## src/rtl/alu16_pkg.sv

```systemverilog
package alu16_pkg;

  parameter int unsigned DATA_W = 16;
  parameter int unsigned IMM_W  = 7;
  localparam int unsigned OP_W  = 3;
  localparam int unsigned SEL_W = 2;

  typedef enum logic [OP_W-1:0] {
    OP_ADD = 3'b000,
    OP_SUB = 3'b001,
    OP_AND = 3'b010,
    OP_OR  = 3'b011,
    OP_SLT = 3'b100
  } alu_op_e;

  typedef enum logic [SEL_W-1:0] {
    BSRC_REG  = 2'b00,
    BSRC_ONE  = 2'b01,
    BSRC_IMM  = 2'b10,
    BSRC_RSVD = 2'b11
  } b_src_e;

  typedef logic [DATA_W-1:0] word_t;

  // Sign-extend the immediate field up to the data width.
  function automatic word_t sext_imm(input logic [IMM_W-1:0] v);
    return {{(DATA_W-IMM_W){v[IMM_W-1]}}, v};
  endfunction

  // Signed less-than computed from the subtraction and its overflow.
  function automatic logic signed_lt(input word_t a, input word_t b);
    word_t d;
    logic  ovf;
    d   = a - b;
    ovf = (a[DATA_W-1] != b[DATA_W-1]) && (d[DATA_W-1] != a[DATA_W-1]);
    return d[DATA_W-1] ^ ovf;
  endfunction

  function automatic word_t eval_op(input logic [OP_W-1:0] op,
                                    input word_t a, input word_t b);
    word_t r;
    case (op)
      OP_ADD:  r = a + b;
      OP_SUB:  r = a - b;
      OP_AND:  r = a & b;
      OP_OR:   r = a | b;
      OP_SLT:  r = {{(DATA_W-1){1'b0}}, signed_lt(a, b)};
      default: r = '0;
    endcase
    return r;
  endfunction

endpackage

```

## src/rtl/alu16_opsel.sv

```systemverilog
module alu16_opsel
  import alu16_pkg::*;
(
  input  logic [DATA_W-1:0] pc_val,
  input  logic [DATA_W-1:0] rf_a,
  input  logic [DATA_W-1:0] rf_b,
  input  logic [IMM_W-1:0]  imm,
  input  logic              a_pc,
  input  logic [SEL_W-1:0]  b_sel,
  output logic [DATA_W-1:0] a_out,
  output logic [DATA_W-1:0] b_out
);

  localparam logic [DATA_W-1:0] ONE = {{(DATA_W-1){1'b0}}, 1'b1};

  assign a_out = a_pc ? pc_val : rf_a;

  always_comb begin
    case (b_sel)
      BSRC_ONE: b_out = ONE;
      BSRC_IMM: b_out = sext_imm(imm);
      default:  b_out = rf_b;
    endcase
  end

endmodule

```

## src/rtl/alu16_core.sv

```systemverilog
module alu16_core
  import alu16_pkg::*;
(
  input  logic [OP_W-1:0]   op,
  input  logic [DATA_W-1:0] a,
  input  logic [DATA_W-1:0] b,
  output logic [DATA_W-1:0] y
);

  assign y = eval_op(op, a, b);

endmodule

```

## src/rtl/alu16_flags.sv

```systemverilog
module alu16_flags
  import alu16_pkg::*;
(
  input  logic [DATA_W-1:0] y,
  output logic              neg,
  output logic              zro
);

  assign neg = y[DATA_W-1];
  assign zro = ~|y;

endmodule

```

## src/rtl/alu16_unit.sv

```systemverilog
module alu16_unit
  import alu16_pkg::*;
(
  input  logic [15:0] pc_in,
  input  logic [15:0] reg_a,
  input  logic [15:0] reg_b,
  input  logic [6:0]  imm7,
  input  logic        use_pc,
  input  logic [1:0]  b_src,
  input  logic [2:0]  op_code,
  output logic [15:0] result,
  output logic        flag_n,
  output logic        flag_z
);

  // Named internal nets, brought out for the checker.
  logic [DATA_W-1:0] opnd_a;
  logic [DATA_W-1:0] opnd_b;
  logic [DATA_W-1:0] core_y;

  alu16_opsel u_sel (
    .pc_val (pc_in),
    .rf_a   (reg_a),
    .rf_b   (reg_b),
    .imm    (imm7),
    .a_pc   (use_pc),
    .b_sel  (b_src),
    .a_out  (opnd_a),
    .b_out  (opnd_b)
  );

  alu16_core u_core (
    .op (op_code),
    .a  (opnd_a),
    .b  (opnd_b),
    .y  (core_y)
  );

  alu16_flags u_flags (
    .y   (core_y),
    .neg (flag_n),
    .zro (flag_z)
  );

  assign result = core_y;

endmodule

```

## config.mk

```make
export PLATFORM = sky130hd
export DESIGN_NAME = alu16_unit
export DESIGN_NICKNAME = d
export VERILOG_FILES = /design/src/rtl/alu16_pkg.sv /design/src/rtl/alu16_opsel.sv /design/src/rtl/alu16_core.sv /design/src/rtl/alu16_flags.sv /design/src/rtl/alu16_unit.sv
export SDC_FILE = /design/constraint.sdc
export NUM_CORES = 1
export LEC_CHECK = 0
export BUFFER_PORTS_ARGS = -buffer_cell sky130_fd_sc_hd__buf_4
export CAP_MARGIN = 20
export CORE_MARGIN = 3
export CORE_UTILIZATION = 55
export DETAILED_ROUTE_END_ITERATION = 8
export GPL_TIMING_DRIVEN = 0
export PLACE_DENSITY = 0.79
export SLEW_MARGIN = 20
export SYNTH_ARGS = -nofsm -noshare
export SYNTH_HDL_FRONTEND = slang
export SYNTH_SLANG_ARGS = --single-unit
```

## constraint.sdc

```tcl
create_clock -name vclk -period 6.7
set_input_delay 0 -clock vclk [all_inputs]
set_output_delay 0 -clock vclk [all_outputs]
set_load 0.05 [all_outputs]
```

-- After elaboration in Yosys (flattened, before gate mapping)
Index checks and enable logic that the tools add are counted.
- equal/unequal tests: 8
- mux-type cells: 3
- reductions and logical operators: 4
- bitwise operators: 3
- $add $sub $neg: 2
- operator list (operator ; number):
    case mux 16 bit (5 select lines) ; 1
    case mux 16 bit (2 select lines) ; 1
    adder 16 bit ; 1
    bitwise AND 16 bit ; 1
    two-way mux 16 bit ; 1
    OR 16 bit ; 1
    OR reduction 16 bit ; 1
    subtractor 16 bit ; 1
    == test 3 x 2 -> 1 bit, second input constant ; 2
    == test 3 x 1 -> 1 bit, second input constant ; 1
    == test 3 bit, second input constant ; 1
    logical NOT 3 bit ; 1
    == test 2 x 1 -> 1 bit, second input constant ; 1
    == test 2 bit, second input constant ; 1
    != test 1 bit ; 2
    logical AND 1 bit ; 1
    logical NOT 1 bit ; 1
    bitwise XOR 1 bit ; 1
- bits of input ports: 61
- flip-flop bits (word level): 0

-- Logic depth before layout (Yosys ltp)
- depth after elaboration: 9
- mapped depth: 24
- depth with buffers taken out: 23

-- Modules after synthesis
Synthesis repeated with hierarchy kept, for this count alone.
- cells, all modules: 389
- area, all modules: 2695.1 µm²
- by module, submodules not included (module ; area each (µm²) ; times used ; cells each):
    alu16_core ; 2207.1 ; 1 ; 329
    alu16_opsel ; 446.7 ; 1 ; 54
    alu16_flags ; 41.3 ; 1 ; 6

-- Worst setup path before layout
Ideal clock, no wire load.
- kind: input-to-output
- start point: in use_pc
- end point: out flag_z
- cell stages on the path: 20
- arrival: 5.367 ns
- buffers on the path: 3
- slack: 1.333 ns
- required time: 6.700 ns
- path through: clkbuf_1 > buf_1 > mux2_2 > ha_1 > buf_2 > or3_1 > o211ai_1 > a221oi_1 > o21ai_0 > a21oi_1 > nor2_1 > nor2_1 > fa_1 > nor3_1 > a21oi_1 > or2_2 > o2111ai_1 > a2111oi_2 > nand4bb_1 > nor4_2
- RTL lines (what ; RTL line ; source):
    from (decl) ; alu16_unit.sv:8 ; input logic use_pc,
    two-way mux 16 bit * ; alu16_opsel.sv:16 ; assign a_out = a_pc ? pc_val : rf_a;
    subtractor 16 bit (tied with other cells) ; alu16_pkg.sv:44 ; OP_SUB: r = a - b;
    case mux 16 bit (5 select lines) * ; alu16_pkg.sv:42 ; case (op)
    named net flag_n ; alu16_unit.sv:12 ; output logic flag_n,
    OR reduction 16 bit * ; alu16_flags.sv:10 ; assign zro = ~|y;
    logical NOT 1 bit * ; alu16_flags.sv:10 ;
    to (decl) ; alu16_unit.sv:13 ; output logic flag_z
The timed path passes the listed nets; every way through them passes the cells marked *.

-- Worst setup path after layout
- start point: in use_pc
- end point: out flag_z
- cells in the longest elaborated chain, start to end: 8
- RTL lines (what ; RTL line ; source):
    two-way mux 16 bit * ; alu16_opsel.sv:16 ;
    subtractor 16 bit ; alu16_pkg.sv:34, alu16_pkg.sv:44 ;
    != test 1 bit ; alu16_pkg.sv:35 ; ovf = (a[DATA_W-1] != b[DATA_W-1]) && (d[DATA_W-1] != a[DATA_W-1]);
    logical AND 1 bit ; alu16_pkg.sv:35 ;
    bitwise XOR 1 bit ; alu16_pkg.sv:36 ; return d[DATA_W-1] ^ ovf;
    case mux 16 bit (5 select lines) * ; alu16_pkg.sv:42 ;
    OR reduction 16 bit * ; alu16_flags.sv:10 ;
    logical NOT 1 bit * ; alu16_flags.sv:10 ;
Every way passes the cells marked *; elsewhere a longest branch is shown, timed or not.

==> impl_metrics.csv <==
group,metric,value,unit
outcome,status,"completed",
cells_and_area,num_antenna_cells,0,
cells_and_area,final_nets,611,
power_and_ir_drop,power_frac_clock,0,%
synthesis,syn_avg_cell_area,7.02,um2
power_and_ir_drop,intPower,0.000188,W
grt,gr-usage-met1,36.4,%
setup_path,crit_chain,"clkbuf_1, buf_1, mux2i_1, inv_1, ha_1, o21bai_1, a2111oi_2, o211ai_1, a221oi_1, o21ai_0, a21oi_1, nor2_1, nor2_1, fa_1, nor3_1, a21oi_1, or2_2, o2111ai_1, a2111oi_2, nand4bb_1, nor4_2, buf_4",
timing,period_needed,5.45,ns
cells_and_area,seq_cell_count,0,
cells_and_area,final_util,73.1,%
synthesis,syn_nets,531,
power_and_ir_drop,powerDensity,135,mW/mm2
setup_path,crit_type,"input port to output port",
cells_and_area,fillers,411,
grt,antenna_found_initial,0,
placement,pre_cts_ws,1.34,ns
setup_path,slowest_stage,"buf_1",
power_and_ir_drop,leakage,1.69,nW
worst_hold_path,hp-class,"input port to output port",
cells_and_area,final_common_cell,"buf_4",
floorplanning,die_area,0.00622,mm2
synthesis,syn-cell-area,0.00292,mm2
power_and_ir_drop,ir_drop,0.116,mV
detailed_routing,routedWlPerCell,16.7,um
grt,grt_use_met3,1.36,%
timing,layout_setup_ws,1.25,ns
timing,finalCritPeriodShare,81.3,%
synthesis,netlist_instances,416,
timing,slew_violations,0,
power_and_ir_drop,power.share.sequential,0,%
placement,hpwl,7.59,mm
cells_and_area,seqCellArea,0,um2
setup_path,worstPathMaxFanout,10,
timing,finalSetupTns,0,ns
timing,timing.hold.ws,0.504,ns
synthesis,yosysSeqAreaShare,0,%
floorplanning,die_w,78.9,um
detailed_routing,first_pass_iters,7,
floorplanning,pin_count,79,
cells_and_area,areaGrowthSynthToFinish,22.9,%
synthesis,synth_cell_types,74,
clock_network,cts_setup_buffers,0,
placement,gp_congestion,0.966,
setup_path,crit_path_start_kind,"input port",
clock_network,hold_buffers,0,
setup_path,cp.arrival,5.45,ns
clock_network,cts.repair.resized,0,
cells_and_area,layout-drive-gt1-share,24.3,%
timing,tightest_slew,0.706,ns
detailed_routing,drt_iter0_markers,218,
detailed_routing,viasPerCell,6.13,
power_and_ir_drop,comb_power_share,100.0,%
grt,grt_usage,29.1,%
timing,rsz0062_at_grt,"false",
grt,met2_usage,52.9,%
timing,hold_viol,0,
grt,grt_pass1_wl,15.1,mm
worst_hold_path,hold_depth,4,
setup_path,slowest_delay,0.59,ns
grt,overflow,0,
detailed_routing,drcViolationCount,0,
placement,port_buffers,78,
cells_and_area,multiInputGateArea,0.00259,mm2
power_and_ir_drop,p_sw,0.000299,W
setup_path,worst-path-buf-inv,4,
floorplanning,die_y,78.9,um
cells_and_area,nClkBuffers,0,
setup_path,crit_path_end_kind,"output port",
floorplanning,initial_core_util,59.5,%
synthesis,yosys_warnings,0,
timing,slew_headroom,53.0,%
grt,grt_max_degree,11,
detailed_routing,vias,3441,
detailed_routing,postRouteAntennaNets,0,
detailed_routing,totalWireLength,9.34,mm
floorplanning,num_rows,25,
setup_path,crit_family,"compound AO/OA/AOI/OAI gates",
run,max_cap_viol_count,0,
grt,grt_pass1_vias,3344,
setup_path,crit_cells,22,
floorplanning,core,0.00491,mm2
timing,setup_viol,0,
grt,grt.busiest_layer,"met2",
cells_and_area,layout_common_cells,"83 x buf_4, 51 x ha_1, 48 x inv_1",
setup_path,critPathRequiredTime,6.70,ns
timing,fmax,184,MHz
power_and_ir_drop,p_sw_share,61.5,%
## cell families (layout without fill, tap and decap cells)
kind of cell | Yosys count | in the layout | synth area share [%]
compound gates | 129 | 129 | 30.8
xor+xnor | 4 | 4 | 1.20
fa+ha+maj | 54 | 54 | 23.9
buf+inv | 75 | 153 | 11.3
mux | 21 | 21 | 8.35
simple gates | 133 | 133 | 24.4
## through the flow
step                      cell area (um2)  power, W  cells
final                                3590  0.000486    561
after global routing                 3590  0.000528    561
after CTS                            3590  0.000478    561
after detailed placement             3590  0.000476    561
after global placement               3590  0.000466    561
after floorplan                      2920  0.000345    416
## metal layers
metal  vias up  wire length (um)
li1       1666                 -
met1      1556              3740
met2       196              4590
met3        23               741
met4         0               270
met5         -                 0
## worst min-delay path: cells and delay by family
family | cells | cell delay [ns]
buf+inv | 3 | 0.43
simple gates | 1 | 0.07
## final cells by class
| cell class | instances | area share (%) |
|---|---|---|
| well taps | 67 | 2.33 |
| multi-input cells | 341 | 72.1 |
| inverters | 49 | 5.12 |
| plain buffers | 26 | 4.11 |
| repair buffers | 78 | 16.3 |
## synthesized netlist by cell type, types with 6 or more instances
| cell type | instances | area [um2] |
|---|---|---|
| a211oi_1 | 12 | 90.1 |
| a21oi_1 | 26 | 130 |
| buf_2 | 7 | 35.0 |
| clkbuf_1 | 10 | 37.5 |
| ha_1 | 51 | 638 |
| inv_1 | 48 | 180 |
| mux2_2 | 14 | 158 |
| mux2i_1 | 6 | 60.1 |
| nand2_1 | 24 | 90.1 |
| nand2b_1 | 6 | 37.5 |
| nand3_1 | 7 | 35.0 |
| nor2_1 | 31 | 116 |
| nor2b_1 | 9 | 56.3 |
| nor3_1 | 14 | 70.1 |
| nor3b_1 | 6 | 45.0 |
| o211ai_1 | 11 | 82.6 |
| o21a_1 | 13 | 97.6 |
| o21ai_0 | 23 | 115 |
| or3_1 | 6 | 37.5 |
## power groups by stage
| stage | Sequential, W | Clock [W] | Combinational (W) |
|---|---|---|---|
| 2_1_floorplan | 0 | 0 | 0.000345 |
| 3_3_place_gp | 0 | 0 | 0.000466 |
| 3_5_place_dp | 0 | 0 | 0.000476 |
| 4_1_cts | 0 | 0 | 0.000478 |
| 5_1_grt | 0 | 0 | 0.000528 |
| 6_report | 0 | 0 | 0.000486 |
## worst paths after layout
kind        end       start
max      flag_z      use_pc
min   result[1]  op_code[2]
Power figures use the tool's default switching activity.
